**src/rtl/i2c_rb_pkg.sv**
```systemverilog
package i2c_rb_pkg;

    localparam int BYTE_BITS = 8;

    typedef enum logic [3:0] {
        ST_IDLE,
        ST_DEV,
        ST_DEV_ACK,
        ST_PTR,
        ST_PTR_ACK,
        ST_DATA,
        ST_DATA_ACK,
        ST_TX,
        ST_TX_ACK,
        ST_HOLD
    } tgt_state_t;

endpackage

```
**src/rtl/i2c_line_sampler.sv**
```systemverilog
module i2c_line_sampler #(
    parameter int SYNC_STAGES = 2
) (
    input  logic clk,
    input  logic rst_n,
    input  logic scl_i,
    input  logic sda_i,
    output logic scl_s,
    output logic sda_s,
    output logic scl_rise,
    output logic scl_fall,
    output logic start_det,
    output logic stop_det
);

    logic [SYNC_STAGES-1:0] scl_sync;
    logic [SYNC_STAGES-1:0] sda_sync;
    logic                   scl_d;
    logic                   sda_d;

    // Synchronizer chains plus one delayed copy for edge detection
    always_ff @(posedge clk or negedge rst_n) begin
        if (!rst_n) begin
            scl_sync <= '1;
            sda_sync <= '1;
            scl_d    <= 1'b1;
            sda_d    <= 1'b1;
        end else begin
            scl_sync <= {scl_sync[SYNC_STAGES-2:0], scl_i};
            sda_sync <= {sda_sync[SYNC_STAGES-2:0], sda_i};
            scl_d    <= scl_sync[SYNC_STAGES-1];
            sda_d    <= sda_sync[SYNC_STAGES-1];
        end
    end

    assign scl_s     = scl_sync[SYNC_STAGES-1];
    assign sda_s     = sda_sync[SYNC_STAGES-1];
    assign scl_rise  = scl_s & ~scl_d;
    assign scl_fall  = ~scl_s & scl_d;
    assign start_det = scl_s & scl_d & sda_d & ~sda_s;
    assign stop_det  = scl_s & scl_d & ~sda_d & sda_s;

endmodule

```
**src/rtl/i2c_byte_regs.sv**
```systemverilog
module i2c_byte_regs #(
    parameter int NUM_REGS = 48
) (
    input  logic       clk,
    input  logic       rst_n,
    input  logic       wr_en,
    input  logic [7:0] wr_addr,
    input  logic [7:0] wr_data,
    input  logic [7:0] rd_addr,
    output logic [7:0] rd_data
);

    localparam int IDX_W = $clog2(NUM_REGS);

    logic [7:0] cells [NUM_REGS];

    for (genvar g = 0; g < NUM_REGS; g++) begin : g_cell
        localparam logic [7:0] CELL_ADDR = 8'(g);
        logic [7:0] cell_q;
        always_ff @(posedge clk or negedge rst_n) begin
            if (!rst_n) begin
                cell_q <= '0;
            end else if (wr_en && wr_addr == CELL_ADDR) begin
                cell_q <= wr_data;
            end
        end
        assign cells[g] = cell_q;
    end

    // Pointers beyond the bank read back as zero
    always_comb begin
        if (int'(rd_addr) < NUM_REGS) begin
            rd_data = cells[rd_addr[IDX_W-1:0]];
        end else begin
            rd_data = '0;
        end
    end

endmodule

```
**src/rtl/i2c_target_ctrl.sv**
```systemverilog
module i2c_target_ctrl
    import i2c_rb_pkg::*;
#(
    parameter logic [6:0] BASE_ADDR = 7'h60
) (
    input  logic       clk,
    input  logic       rst_n,
    input  logic       sda_s,
    input  logic       scl_rise,
    input  logic       scl_fall,
    input  logic       start_det,
    input  logic       stop_det,
    input  logic       addr_sel,
    input  logic [7:0] rd_data,
    output logic       wr_en,
    output logic [7:0] ptr,
    output logic [7:0] wr_data,
    output tgt_state_t state,
    output logic       sda_oe
);

    localparam int              CNT_W = $clog2(BYTE_BITS + 1);
    localparam logic [CNT_W-1:0] FULL = CNT_W'(BYTE_BITS);

    tgt_state_t     state_nx;
    logic [CNT_W-1:0] bit_cnt;
    logic [7:0]     rx_sh;
    logic [7:0]     tx_sh;
    logic           rd_q;
    logic           stored;
    logic           full;
    logic           ack_phase;
    logic           addr_hit;

    assign full      = (bit_cnt == FULL);
    assign ack_phase = (state == ST_DEV_ACK) || (state == ST_PTR_ACK) ||
                       (state == ST_DATA_ACK) || (state == ST_TX_ACK);
    assign addr_hit  = (rx_sh[7:1] == (BASE_ADDR | {6'b0, addr_sel}));

    // State register
    always_ff @(posedge clk or negedge rst_n) begin
        if (!rst_n) state <= ST_IDLE;
        else        state <= state_nx;
    end

    // Next-state logic
    always_comb begin
        state_nx = state;
        if (start_det) begin
            state_nx = ST_DEV;
        end else if (stop_det) begin
            state_nx = ST_IDLE;
        end else if (scl_fall) begin
            unique case (state)
                ST_DEV:      if (full) state_nx = addr_hit ? ST_DEV_ACK : ST_HOLD;
                ST_DEV_ACK:  state_nx = rd_q ? ST_TX : ST_PTR;
                ST_PTR:      if (full) state_nx = ST_PTR_ACK;
                ST_PTR_ACK:  state_nx = ST_DATA;
                ST_DATA:     if (full) state_nx = ST_DATA_ACK;
                ST_DATA_ACK: state_nx = ST_DATA;
                ST_TX:       if (full) state_nx = ST_TX_ACK;
                ST_TX_ACK:   state_nx = ST_HOLD;
                ST_IDLE,
                ST_HOLD:     state_nx = state;
                default:     state_nx = ST_IDLE;
            endcase
        end
    end

    // Bit counter, shifters, pointer and write-once flag
    always_ff @(posedge clk or negedge rst_n) begin
        if (!rst_n) begin
            bit_cnt <= '0;
            rx_sh   <= '0;
            tx_sh   <= '0;
            ptr     <= '0;
            rd_q    <= 1'b0;
            stored  <= 1'b0;
        end else if (start_det || stop_det) begin
            bit_cnt <= '0;
            stored  <= 1'b0;
        end else begin
            if (scl_rise) begin
                rx_sh <= {rx_sh[6:0], sda_s};
                if (!full) bit_cnt <= bit_cnt + 1'b1;
            end
            if (scl_fall) begin
                if (full || ack_phase) bit_cnt <= '0;
                if (state == ST_DEV && full) rd_q <= rx_sh[0];
                if (state == ST_PTR && full) begin
                    ptr    <= rx_sh;
                    stored <= 1'b0;
                end
                if (state == ST_DATA && full) stored <= 1'b1;
                if (state == ST_DEV_ACK && rd_q) begin
                    tx_sh <= rd_data;
                end else if (state == ST_TX && !full && bit_cnt != '0) begin
                    tx_sh <= {tx_sh[6:0], 1'b0};
                end
            end
        end
    end

    assign wr_en   = scl_fall && !start_det && !stop_det &&
                     (state == ST_DATA) && full && !stored;
    assign wr_data = rx_sh;

    // Output decode
    always_comb begin
        unique case (state)
            ST_DEV_ACK, ST_PTR_ACK, ST_DATA_ACK: sda_oe = 1'b1;
            ST_TX:                               sda_oe = ~tx_sh[7];
            default:                             sda_oe = 1'b0;
        endcase
    end

endmodule

```
**src/rtl/i2c_regbank_target.sv**
```systemverilog
module i2c_regbank_target
    import i2c_rb_pkg::*;
#(
    parameter int         NUM_REGS    = 48,
    parameter logic [6:0] BASE_ADDR   = 7'h60,
    parameter int         SYNC_STAGES = 2
) (
    input  logic clk,
    input  logic rst_n,
    input  logic scl_i,
    input  logic sda_i,
    input  logic addr_sel,
    output logic sda_oe
);

    logic       scl_s;
    logic       sda_s;
    logic       scl_rise;
    logic       scl_fall;
    logic       start_det;
    logic       stop_det;
    logic       wr_en;
    logic [7:0] ptr;
    logic [7:0] wr_data;
    logic [7:0] rd_data;
    tgt_state_t state;

    i2c_line_sampler #(.SYNC_STAGES(SYNC_STAGES)) u_lines (
        .clk       (clk),
        .rst_n     (rst_n),
        .scl_i     (scl_i),
        .sda_i     (sda_i),
        .scl_s     (scl_s),
        .sda_s     (sda_s),
        .scl_rise  (scl_rise),
        .scl_fall  (scl_fall),
        .start_det (start_det),
        .stop_det  (stop_det)
    );

    i2c_target_ctrl #(.BASE_ADDR(BASE_ADDR)) u_ctrl (
        .clk       (clk),
        .rst_n     (rst_n),
        .sda_s     (sda_s),
        .scl_rise  (scl_rise),
        .scl_fall  (scl_fall),
        .start_det (start_det),
        .stop_det  (stop_det),
        .addr_sel  (addr_sel),
        .rd_data   (rd_data),
        .wr_en     (wr_en),
        .ptr       (ptr),
        .wr_data   (wr_data),
        .state     (state),
        .sda_oe    (sda_oe)
    );

    i2c_byte_regs #(.NUM_REGS(NUM_REGS)) u_regs (
        .clk     (clk),
        .rst_n   (rst_n),
        .wr_en   (wr_en),
        .wr_addr (ptr),
        .wr_data (wr_data),
        .rd_addr (ptr),
        .rd_data (rd_data)
    );

endmodule

```
**config.mk**
```make
export PLATFORM = sky130hd
export DESIGN_NAME = i2c_regbank_target
export DESIGN_NICKNAME = d
export VERILOG_FILES = /design/src/rtl/i2c_rb_pkg.sv /design/src/rtl/i2c_line_sampler.sv /design/src/rtl/i2c_byte_regs.sv /design/src/rtl/i2c_target_ctrl.sv /design/src/rtl/i2c_regbank_target.sv
export SDC_FILE = /design/constraint.sdc
export NUM_CORES = 1
export LEC_CHECK = 0
export ABC_AREA = 1
export CORE_MARGIN = 2
export CORE_UTILIZATION = 30
export CTS_BUF_LIST = sky130_fd_sc_hd__clkbuf_8 sky130_fd_sc_hd__clkbuf_16
export CTS_CLUSTER_SIZE = 12
export DETAILED_ROUTE_END_ITERATION = 6
export PLACE_DENSITY = 0.41
export SETUP_SLACK_MARGIN = 0.2
export SLEW_MARGIN = 0
export SYNTH_ARGS = -nofsm -noshare
export SYNTH_HDL_FRONTEND = slang
export SYNTH_SLANG_ARGS = --single-unit
```
**constraint.sdc**
```tcl
create_clock -name clk -period 2.6 [get_ports clk]
set_input_delay 0.39 -clock clk [delete_from_list [all_inputs] [get_ports clk]]
set_output_delay 0.39 -clock clk [all_outputs]
set_load 0.01 [all_outputs]
```
==> results by stage, run 1 <==
Final layout:
- The sequential cells in the finished layout cover a total of 10600 µm².
- The final net count is 2665.
- After filler insertion, the fill cell instance count of the layout stands at 7088.
- In the final layout, the share of cells above drive strength 1 is 0.0841.
- 0 antenna diodes ended up in the layout.
- After routing the design area is 23100 µm².
- The finished layout holds 3571 standard cells, fillers aside.
- The layout overhead on the synthesized area is 14.6%.
- The area of the multi-input gates is 8570 µm².

Floorplan:
- The I/O pin count is 6.
- In this run the standard cell core region covers 66900 µm².
- The die footprint is 69400 µm².
- The chip height is 263 µm.
- The width of the chip is 263 µm.
- For this configuration, the core starts out at a cell density of 0.302.
- The initialized floorplan defines 95 standard-cell rows.

Clocking:
- The total clock sinks is 424.
- TritonCTS built the clock tree.
- The clock passes through at most 3 buffers.
- The clock insertion delay at the later pin of the skew report is 0.60 ns.
- The cell sitting at the root of the clock tree is a sky130_fd_sc_hd__clkbuf_16.
- The post-CTS clock slew at the launch and capture registers of the worst setup and hold paths is 0.06 ns.
- The count of buffers added by post-CTS timing repair for setup is 0.
- The number of buffers added by the clock tree synthesis step is 51.
- The total number of H-tree levels is 2.

Global routing:
- Summed over all layers, the global routing overflow is 0.
- The number of global-route vias before repair is 16800.
- Across every metal layer, demand over resource in global routing totals 0.186.
- The number of antenna violations at the first check in global routing was 2.
- The global-route wire length before repair is 101000 µm.
- The pin count of the biggest net entering global routing is 85.

Placement:
- In this run, placement finished with an instance count of 3477.
- In this run the tool buffered the top-level ports with 5 buffer cells.
- The final estimated routing congestion in global placement is 0.806.
- The HPWL after detailed placement is 39700 µm.
- The post-place instance area is 21400 µm².

Outcome:
- The run finished with clean final reports.

Critical path:
- Traced cell by cell, the critical path runs through nor2_4 -> nand3_1 -> o211ai_1 -> dlygate4sd2_1.
- The endpoint identified for the worst register-to-register timing path is u_regs.g_cell[16].cell_q[3]$_DFFE_PN0P_.
- Among all stages on the critical path, the largest delay is contributed by sky130_fd_sc_hd__dfrtp_1.
- Along the worst path, the maximum fanout reaches 5.
- For the worst setup path, the data required time is 2.21 ns.
- The sort of element at the end of the critical path is an output port.
- The critical path start-end classification is reg -> out.
- The signal arrival time at the worst endpoint is 1.86 ns.
- STA classifies the critical path startpoint as a register.
- For this run, the slowest stage of the critical path takes 0.45 ns.
- The internal reg-to-reg setup slack is 0.36 ns.
- The reg-to-reg startpoint is u_ctrl.ptr[0]$_DFFE_PN0P_.
- The worst register-to-register path has a depth of 9.

STA:
- Setup repair after global routing could not meet its margin everywhere.
- The final clock skew is 0.0165 ns.
- The final number of setup-violating endpoints is 0.
- The final number of hold-violating endpoints is 0.
- Across all hold checks on the routed design, the worst slack comes to 0.208 ns.
- The share of the clock period used by the worst path is 0.864.
- At the pin with the least slew margin, the transition time is 0.645 ns.
- Derived from the worst setup path, the maximum achievable clock frequency is 445 MHz.
- The sum of negative setup slack is 0 ns.
- The relative slew slack is 0.570.
- The number of slew-limit violations in the final report is 0.
- After layout, the minimum clock period comes to 2.25 ns.

Job:
- The number of max-capacitance violations reported is 0.

Synthesis:
- In this run the cell area of the synthesized design comes to 20200 µm².
- Of the total synthesized cell area, the portion taken by full adders, half adders and majority gates is 0.00124.
- Yosys mapped the design onto 31 distinct sky130hd cell types.
- The number of warnings reported in the yosys synthesis log is 0.
- After technology mapping, the gate count stands at 2678.
- The synthesized netlist net count is 2685.
- The dominant combinational cell family by area after synthesis is simple AND/OR/NAND/NOR gates.
- The simple-gate share of the synthesized area is 0.309.
- The mean instance size in the synthesized netlist is 7.54 µm².
- The share of the synthesized netlist area taken by xor and xnor gates is 0.000868.
- The top-area cell type share of the netlist area is 0.518.
- The cell accounting for the most synthesized area is sky130_fd_sc_hd__dfrtp_1.
- The compound-gate portion of the synthesized area is 0.112.
- Measured against the total synthesized area, the mux share comes to 0.
- In the post-synthesis netlist, the biggest area contributors are sky130_fd_sc_hd__dfrtp_1 (52%), sky130_fd_sc_hd__nand2_1 (27%), sky130_fd_sc_hd__o21ai_0 (6.7%), sky130_fd_sc_hd__o21ai_1 (4.0%), sky130_fd_sc_hd__clkbuf_1 (1.7%).
- In this run, synthesis produced a sequential element count of 424.
- Of the synthesized area, sequential elements account for 0.526.

Route:
- In the routed design, unresolved DRC markers number 0.
- The number of design-rule violations left by the first detailed-router iteration is 1323.
- The detailed-router iteration count before antenna repair is 7.
- In this run the remaining antenna-violating nets after routing total 0.
- The routed layout has 16900 vias.
- The via density per instance is 4.73.
- Dividing the detail-routed wire length by the instance count gives 17.7 µm.
- The final layout contains routed wiring with a total length of 63400 µm.

Worst hold path:
- The worst hold path belongs to the class in -> reg.
- The cell count of the worst hold path is 1.
- In this run the most critical hold path is launched from scl_i.
- The hold-critical path endpoint is u_lines.scl_sync[0]$_DFF_PN1_.

Power and ir drop:
- The leakage power is 11.6 nW.
- Of the total power, combinational logic draws 0.077.
- Of the total power, the share spent switching nets is 0.257.
- The worst-case IR drop observed on VDD is 0.471 mV.
- Cell internal power was estimated by the tool at 11.3 mW.
- The share of total power dissipated in sequential elements is 0.445.
- The power spent charging and discharging nets is 3.92 mW.
- Power spread over the standard cell area amounts to 659 nW/µm².
- The part of the power in the clock network is 0.478.
==> stage by stage <==
step	util	power, mW	setup WS, ns
after floorplan	-	7.44	0.813
after global placement	0.319	8.10	0.265
after detailed placement	0.319	8.09	0.308
after CTS	0.345	15.5	0.272
after global routing	0.345	15.9	0.169
final	0.345	15.2	0.353
==> critical path, delay by kind of cell (launching register included) <==
family                 cells  cell delay, ns
AOI/OAI and AO/OA          1            0.22
buffers and inverters      1            0.29
DFF                        1            0.45
and+or+nand+nor            2            0.31
==> sequential cells by signal, indices dropped and copies added (netlist names) <==
name and count:
u_ctrl.bit_cnt 4, u_ctrl.ptr 8, u_ctrl.rd_q 1, u_ctrl.state 4, u_ctrl.stored 1, u_ctrl.tx_sh 8
u_ctrl.wr_data 8, u_lines.scl_d 1, u_lines.scl_sync 2, u_lines.sda_d 1, u_lines.sda_sync 2, u_regs.g_cell.cell_q 384
==> synth_stat cells, drive strengths merged <==
library cell and number:
dfrtp 418, buf 81, nand2 1474, nor3 4
a21oi 11, a21boi 1, ha 2, a31oi 3
o21ai 431, nor4 2, xor2 2, a211oi 1
inv 32, nand3 34, o211ai 2, nor2 79
clkinv 2, dfstp 6, clkbuf 89, nand4 4
==> repair_timing <==
action                     4_1_cts  5_1_grt
setup endpoints to repair        1       37
hold buffers                     1        0
hold endpoints to repair        31        0
gates resized for setup          2        8
gates cloned                     0        0
==> metal layers <==
metal	global-route usage	part of all wire	up-vias
met4	0.0474	0.022	0
met2	0.292	0.44	346
met5	0	0	-
li1	-	-	8400
met3	0.0250	0.044	82
met1	0.270	0.49	8079
==> worst max-delay path by stage <==
stage | startpoint | endpoint | slack (ns)
2_1_floorplan | u_ctrl.bit_cnt[0]$_DFF_PN0_ | u_regs.g_cell[26].cell_q[6]$_DFFE_PN0P_ | 0.81
3_3_place_gp | u_ctrl.ptr[0]$_DFFE_PN0P_ | u_ctrl.tx_sh[7]$_DFFE_PN0P_ | 0.26
3_5_place_dp | u_ctrl.ptr[0]$_DFFE_PN0P_ | u_ctrl.tx_sh[7]$_DFFE_PN0P_ | 0.31
4_1_cts | u_ctrl.state[3]$_DFFE_PN0P_ | sda_oe | 0.27
5_1_grt | u_ctrl.ptr[0]$_DFFE_PN0P_ | u_ctrl.tx_sh[1]$_DFFE_PN0P_ | 0.17
6_report | u_ctrl.state[3]$_DFFE_PN0P_ | sda_oe | 0.35
==> cell families after synthesis <==
group,after synthesis
buf+inv,204
flops,424
fa+ha+maj,2
xor+xnor,2
simple gates,1597
compound gates,449
==> layout by cell type (no fill, tap or decap), types with 11 or more instances in the layout <==
cell,count
sky130_fd_sc_hd__dfrtp_1,416
sky130_fd_sc_hd__buf_12,19
sky130_fd_sc_hd__o21ai_0,269
sky130_fd_sc_hd__buf_4,72
sky130_fd_sc_hd__a21oi_1,11
sky130_fd_sc_hd__clkbuf_16,53
sky130_fd_sc_hd__clkbuf_8,15
sky130_fd_sc_hd__o21ai_1,162
sky130_fd_sc_hd__nand2_1,1447
sky130_fd_sc_hd__nand2_4,20
sky130_fd_sc_hd__inv_2,11
sky130_fd_sc_hd__nand3_1,34
sky130_fd_sc_hd__nor2_1,73
sky130_fd_sc_hd__inv_1,35
==> power by group through the flow <==
stage / logic, mW / clock network [mW] / registers, mW
after floorplan: 0.565 / 0 / 6.87
after global placement: 1.20 / 0 / 6.90
after detailed placement: 1.19 / 0 / 6.90
after CTS: 1.20 / 7.49 / 6.78
after global routing: 1.29 / 7.76 / 6.80
final: 1.17 / 7.28 / 6.78
==> cell type report <==
type | instances | area share
clock inverter | 25 | 0.00796
timing repair buffer | 97 | 0.0426
clock buffer | 68 | 0.0663
sequential | 424 | 0.460
multi-input combinational | 2050 | 0.371
inverter | 34 | 0.00574
tap | 873 | 0.0473
No activity file was read; power rests on OpenSTA's default activity.
==> run 2, diff against run 1 <==
- CORE_UTILIZATION: 30 -> 65
- GPL_ROUTABILITY_DRIVEN: not set -> 0
- PLACE_DENSITY: 0.41 -> 0.78
==> run 2 against run 1 <==
Compared with the run above:
- global-route usage up 14 points
- clock skew down 0.0024 ns
- sequential power about the same
- power down 7.7%
- die area down 53%
- hold slack better by 0.042 ns
- fmax down 7.8%
- non-clock buffer count down 38
- sequential share of layout area up 2.6 points
- first-iteration DRC count up 51%
- critical path type is now reg -> reg
- highest routed layer unchanged
==> results by stage, run 2 (synthesis gave the netlist of run 1 again) <==
Critical path:
- STA classifies the critical path startpoint as a register.
- The maximum fanout along the worst path is 48.
- The highest-delay cell along the critical path is sky130_fd_sc_hd__nand2_1.
- The sort of element at the end of the critical path is a register.
- Traced cell by cell, the critical path runs through inv_1 -> ha_1 -> nand2_1 -> inv_1 -> nand2_1 -> nor4_4 -> clkbuf_16 -> nand2_1 -> nand2_1 -> o21ai_0.
- The critical path is of the reg -> reg type.
- The dominant cell type by count on the critical path is sky130_fd_sc_hd__nand2_1.
- Together, buffers and inverters on the worst path number 3.
- The critical path's top delay family is simple AND/OR/NAND/NOR gates.
- The delay of the slowest cell on the worst path is 0.41 ns.
- At the worst endpoint, the required time is 3.01 ns.
- The signal arrival time at the worst endpoint is 2.84 ns.

Route:
- The routed length per placed instance is 17.3 µm.
- After the first detailed-routing iteration, the DRC count stood at 1999.
- For this run, design rule violations remaining after detail routing come to 0.
- For this block, the via count after detailed routing is 17500.
- The number of routed nets with antenna violations is 0.
- The first detailed-routing pass took 6 iterations.
- The via density per instance is 5.76.
- The routed design has 52800 µm of wire.

Placement:
- The HPWL after detailed placement is 33500 µm.
- The port buffer count is 5.

Clocking:
- The post-CTS clock slew at the launch and capture registers of the worst setup and hold paths is 0.06 ns.
- The number of buffers on the longest clock path is 3.
- In this run, CTS created clock tree buffers numbering 45.
- In this run the number of H-tree levels came out at 2.
- At the later pin of the worst-skew pair, clock insertion delay measures 0.55 ns.
- The clock drives 424 sinks.
- The master cell of the clock root buffer is sky130_fd_sc_hd__clkbuf_16.
- The clock tree from TritonCTS is yes.

Floorplan:
- The floorplan has 64 rows.
- The die covers 32500 µm².
- The I/O pin count is 6.
- In this run the horizontal extent of the chip is 180 µm.
- The die is 180 µm tall.
- The initial utilization of the core area, before any placement, comes to 0.660.
- The area of the core is 30600 µm².

Global routing:
- For this run the aggregate overflow at the end of global routing stands at 0.
- Across every metal layer, demand over resource in global routing totals 0.330.
- The number of global-route vias before repair is 16600.
- The number of antenna violations at the first check in global routing is 0.
- Entering global routing, the biggest net connects 78 pins.
- The first global-routing pass estimated 87200 µm of wire.

Final layout:
- The layout overhead on the synthesized area is 8.39%.
- Leaving out fill and tap cells, the most frequent cell in the layout is sky130_fd_sc_hd__nand2_1.
- The register with the most flip-flops in the layout has 384 of them.
- Counting the fill cells in the layout gives 2442.
- The final net count is 2621.
- The ratio of cells with drive above 1 in the final layout is 0.0631.
- The number of antenna repair diodes is 0.
- The register with the most flip-flops is u_regs.g_cell.cell_q.
- In the layout the commonest cells are sky130_fd_sc_hd__nand2_1 (1451), sky130_fd_sc_hd__dfrtp_1 (416), sky130_fd_sc_hd__o21ai_0 (270).

STA:
- Timing would allow up to 410 MHz.
- The share of the clock period used by the worst path is 0.937.
- The final number of hold-violating endpoints is 0.
- For the final routed database, the setup TNS stands at 0 ns.
- The final clock skew is 0.0141 ns.
- The pin slew with the least headroom to its limit is 0.728 ns.
- The number of slew-limit violations in the final report is 0.
- Setup repair after global routing could not meet its margin everywhere.
- The relative slew slack is 0.514.
- The final number of setup-violating endpoints is 0.
- The smallest clock period supported by the final layout is computed as 2.44 ns.

Power and ir drop:
- In this run the power density over the cells is 643 nW/µm².
- The total power is 14.1 mW.
- The worst voltage drop across the vdd grid is 0.746 mV.
- For this design the static power due to leakage is 11.2 nW.

Worst hold path:
- The tightest min-delay check is of the in -> reg type.

Outcome:
- The run finished with clean final reports.

Job:
- The number of max-capacitance violations reported is 0.
## run 2: worst reg2reg max path: cells and delay by family (launching register included)
| kind | cells | cell delay, ns |
|---|---|---|
| compound gates | 1 | 0.11 |
| fa+ha+maj | 1 | 0.15 |
| buf+inv | 3 | 0.56 |
| flops | 1 | 0.40 |
| simple gates | 5 | 1.07 |
## run 2: layer usage
| layer | global-route usage | share of wire | up-vias |
|---|---|---|---|
| li1 | - | - | 8315 |
| met1 | 0.480 | 0.43 | 8403 |
| met2 | 0.517 | 0.46 | 705 |
| met3 | 0.0511 | 0.080 | 105 |
| met4 | 0.102 | 0.028 | 0 |
| met5 | 0 | 0 | - |
## run 2: where the power goes
group	leakage [nW]	total [mW]	switching, mW	internal (mW)
Clock	0.761	6.16	2.59	3.57
Combinational	4.60	1.11	0.876	0.236
Sequential	5.89	6.78	0.0934	6.69
Total	11.2	14.1	3.56	10.5
## run 2: through the flow
step	setup WS [ns]	cells	hold WS [ns]	area [µm²]	util
after floorplan	0.813	2678	0.0944	20200	-
after global placement	0.330	2962	0.349	20400	0.668
after detailed placement	0.277	2962	0.349	20400	0.668
after CTS	0.222	3043	0.240	21900	0.715
after global routing	0.000979	3043	0.244	21900	0.715
final	0.163	3043	0.249	21900	0.715
## run 2: final timing paths
kind	slack, ns	to	cells after the start	start
min in group asynchronous	0.41	u_regs.g_cell[9].cell_q[0]$_DFFE_PN0P_	2	rst_n
min	0.25	u_lines.sda_sync[0]$_DFF_PN1_	1	sda_i
max	0.16	u_regs.g_cell[3].cell_q[7]$_DFFE_PN0P_	10	u_ctrl.bit_cnt[1]$_DFF_PN0_
max reg2reg	0.16	u_regs.g_cell[3].cell_q[7]$_DFFE_PN0P_	10	u_ctrl.bit_cnt[1]$_DFF_PN0_
min reg2reg	0.36	u_lines.scl_sync[1]$_DFF_PN1_	0	u_lines.scl_sync[0]$_DFF_PN1_
max in group asynchronous	1.37	u_regs.g_cell[27].cell_q[4]$_DFFE_PN0P_	3	rst_n
## run 2: layout make-up
class	count	area (µm²)	share of cell area
tap	396	495	0.0227
timing repair buffer	59	654	0.0299
clock buffer	57	1290	0.0590
multi-input combinational	2050	8550	0.391
clock inverter	23	130	0.00595
sequential	424	10600	0.486
inverter	34	130	0.00595
## run 2: repair_timing
item	in CTS	in global routing
hold buffers	1	0
endpoints found under the hold margin	59	0
gates resized for setup	2	3
endpoints found under the setup margin	1	224
buffers inserted	0	0
==> run 3, diff against run 2 <==
- ABC_AREA: 1 -> not set
- CORE_MARGIN: 2 -> 3
==> run 3 against run 2 <==
Compared with the run above:
- the run now ends with setup timing left
- die area fell by 0.43%
- clock power shrank 4.2%
- register-to-register slack worse by 0.32 ns
- critical path depth fell by 1
- largest power group unchanged
==> results by stage, run 3 <==
STA:
- The tightest hold path in the finished design has a slack of 0.271 ns.
- Static timing analysis puts the maximum clock frequency at 362 MHz.
- After layout, the minimum clock period comes to 2.76 ns.
- The number of slew-limit violations in the final report was 0.
- Across the routed clock network, the largest skew measured is 0.0163 ns.
- Setup repair after global routing could not meet its margin everywhere.
- At the pin with the least slew margin, the transition time is 0.925 ns.
- The share of the clock period used by the worst path is 1.06.
- The relative slew slack is 0.383.
- The post-route worst setup slack is -0.161 ns.
- The sum of negative setup slack is -20.56 ns.
- The final number of hold-violating endpoints was 0.
- The final number of setup-violating endpoints is 256.

Global routing:
- The final global-route overflow total is 0.
- The global-route wire length before repair is 79900 µm.
- The combined global-route utilization of all metal layers is 0.314.
- Entering global routing, the biggest net connects 71 pins.
- The number of global-route vias before repair was 13400.
- The number of antenna violations at the first check in global routing is 0.

Critical path:
- The startpoint class of the critical path is a register.
- Of all nets on the critical path, the largest fanout is 8.
- The sort of element at the end of the critical path is a register.
- The critical path's top delay family is simple AND/OR/NAND/NOR gates.
- The buffering stage count on the worst path with inverters included is 3.
- Walking the worst path, the cells encountered are inv_2 -> ha_4 -> nand3b_1 -> or4_4 -> or3_4 -> buf_12 -> nor4_4 -> buf_6 -> mux2_2.
- On the critical path, the stage with the largest delay is an instance of sky130_fd_sc_hd__or4_4.
- For the worst setup path, the data required time is 3.03 ns.
- The delay of the slowest cell on the worst path is 0.56 ns.
- Data on the critical path arrives at its endpoint at 3.19 ns.
- The critical path start-end classification is reg -> reg.

Final layout:
- The number of antenna diodes in the final layout is 0.
- The register with the most flip-flops in the layout has 384 of them.
- The layout overhead on the synthesized area is 21.2%.
- The finished cells cover 23800 µm².
- The library cells used most frequently in the layout, excluding fill and tap cells, are sky130_fd_sc_hd__dfrtp_1 (412), sky130_fd_sc_hd__mux2_2 (219), sky130_fd_sc_hd__mux2_4 (183).
- The ratio of cells with drive above 1 in the final layout is 0.511.
- The final net count is 1444.
- The share of the core filled with cells in the final layout is 0.801.
- Once layout is complete, the cells apart from fillers number 1853.
- The register with the most flip-flops is u_regs.g_cell.cell_q.
- The most common cell after layout, fill and taps aside is sky130_fd_sc_hd__dfrtp_1.

Clocking:
- The H-tree was split into 2 levels.
- The clock passes through at most 3 buffers.
- The post-CTS clock slew at the launch and capture registers of the worst setup and hold paths is 0.06 ns.
- The master cell of the clock root buffer is sky130_fd_sc_hd__clkbuf_16.
- Clock tree synthesis found a total of 424 sinks.
- TritonCTS built the clock tree.
- The clock reaches the later pin of the worst-skew pair after 0.55 ns.
- The number of buffers added by the clock tree synthesis step is 44.

Route:
- The sum of routed wire length over all layers is 50300 µm.
- The via density per instance is 6.71.
- The count of nets left with antenna violations once routing finished came out at 0.
- The detailed-router iteration count before antenna repair is 6.
- The total vias in the final route is 12400.
- The number of DRC violations after detailed routing is 0.
- After the first detailed-routing iteration, the DRC count stood at 1016.
- In the final routed layout, each cell accounts on average for 27.1 µm.

Synthesis:
- Synthesis instantiated 59 different standard cells from the library.
- The commonest cells after synthesis are sky130_fd_sc_hd__dfrtp_1 (418), sky130_fd_sc_hd__mux2_2 (396), sky130_fd_sc_hd__clkbuf_1 (79).
- Yosys instantiated no cell more often than sky130_fd_sc_hd__dfrtp_1.
- The post-synthesis register bit count is 424.
- The primary flip-flop cell chosen by synthesis mapping is sky130_fd_sc_hd__dfrtp_1.
- The mean instance size in the synthesized netlist is 14.6 µm².
- The proportion of synthesized chip area in sequential cells is 0.541.
- The total standard cell area after synthesis is 19600 µm².
- The synthesized design spends more area on one cell type than any other, namely sky130_fd_sc_hd__dfrtp_1.
- In the synthesized netlist the async set-or-reset flop fraction comes to 1.00.
- The top-area cell type share of the netlist area is 0.533.
- Yosys printed 0 warnings.
- Counting flops with a built-in enable in the synthesized netlist gives 0.
- After synthesis, the cell types taking the most area are sky130_fd_sc_hd__dfrtp_1 (53%), sky130_fd_sc_hd__mux2_2 (23%), sky130_fd_sc_hd__mux4_2 (7.8%), sky130_fd_sc_hd__mux2i_1 (2.9%), sky130_fd_sc_hd__a22oi_1 (1.8%).
- Counting every instance in the synthesized netlist gives 1347.
- The synthesized netlist net count is 1354.

Power and ir drop:
- The power per standard cell area is 603 nW/µm².
- Summing internal, switching and leakage power gives 14.3 mW.
- The worst voltage drop across the vdd grid is 0.814 mV.
- For this design the static power due to leakage is 11.3 nW.

Outcome:
- The checks that failed: setup timing.
- The run finished, with violations left.

Floorplan:
- The die is 180 µm tall.
- The starting density of the core is 0.661.
- Row generation in the floorplan step produced 63 rows.
- The die footprint is 32300 µm².
- The width of the chip is 180 µm.
- The area of the core is 29700 µm².
- The I/O pin count is 6.

Placement:
- The post-placement cell count is 1761.
- Timing analysis after detailed placement gives a worst setup slack of -0.167 ns.
- The HPWL after detailed placement is 28900 µm.
- The port buffer count is 5.
- The post-place instance area is 21100 µm².

Worst hold path:
- The path class of the tightest hold or removal check is in -> reg.

Job:
- Max-cap violations in this run came to 0.
run 3: changes by cell type in the layout (fill, tap and decap cells not counted), sizes merged, moves of 10 or more:
cell   previous run  this run
nand2          1474        38
mux2i             0        56
o21ai           431         7
mux2              0       402
nor3              4        24
mux4              0        68
buf              53       140
nor2             79        23
a22oi             0        48
inv              52        26
nor2b             0        10
run 3: final timing paths:
check / end / from / cells past startpoint / slack (ns)
hold / removal: u_lines.sda_sync[0]$_DFF_PN1_ / sda_i / 1 / 0.27
setup / recovery: u_regs.g_cell[1].cell_q[0]$_DFFE_PN0P_ / u_ctrl.bit_cnt[1]$_DFF_PN0_ / 9 / -0.16
min in group asynchronous: u_ctrl.wr_data[6]$_DFFE_PN0P_ / rst_n / 2 / 0.43
max in group asynchronous: u_regs.g_cell[37].cell_q[3]$_DFFE_PN0P_ / rst_n / 3 / 1.38
setup reg to reg: u_regs.g_cell[1].cell_q[0]$_DFFE_PN0P_ / u_ctrl.bit_cnt[1]$_DFF_PN0_ / 9 / -0.16
hold reg to reg: u_lines.scl_sync[1]$_DFF_PN1_ / u_lines.scl_sync[0]$_DFF_PN1_ / 0 / 0.36
run 3: logic make-up after synthesis:
| family | after synthesis | synth area share |
|---|---|---|
| multiplexers | 526 | 0.337 |
| flip-flops | 424 | 0.541 |
| AND/OR/NAND/NOR | 170 | 0.0553 |
| buffers and inverters | 115 | 0.0231 |
| AO/OA/AOI/OAI | 105 | 0.0403 |
| XOR/XNOR | 5 | 0.00223 |
| adder cells (fa/ha/maj) | 2 | 0.00127 |
run 3: timing repair:
action | CTS | global route
gates resized for setup | 235 | 47
setup buffers | 11 | 6
gates cloned | 2 | 0
setup endpoints to repair | 342 | 393
hold endpoints to repair | 59 | 0
pin swaps | 7 | 5
hold buffers | 1 | 0
run 3: report_power, final:
part           internal (mW)  switching (mW)
Clock                   3.37            2.53
Sequential              6.70          0.0533
Combinational          0.401            1.29
Total                   10.5            3.88
run 3: area by class of cell:
type                            instances  area, µm²
Sequential cell                       424      10600
Timing Repair Buffer                  145       1610
Fill cell                            1545       5910
Multi-Input combinational cell        808       9690
Clock buffer                           54       1250
Clock inverter                         18       83.8
Inverter                               14       52.6
Tap cell                              390        488
run 3: metal layers:
metal	GRT usage	share of wire
met1	0.448	0.42
met5	0	0
met3	0.0571	0.064
met4	0.120	0.040
met2	0.490	0.48
run 3: worst register-to-register path, stage by stage (launching register included):
cell                       delay [ns]
sky130_fd_sc_hd__dfrtp_1         0.39
sky130_fd_sc_hd__inv_2           0.08
sky130_fd_sc_hd__ha_4            0.13
sky130_fd_sc_hd__nand3b_1        0.15
sky130_fd_sc_hd__or4_4           0.56
sky130_fd_sc_hd__or3_4           0.41
sky130_fd_sc_hd__buf_12          0.18
sky130_fd_sc_hd__nor4_4          0.22
sky130_fd_sc_hd__buf_6           0.18
sky130_fd_sc_hd__mux2_2          0.34
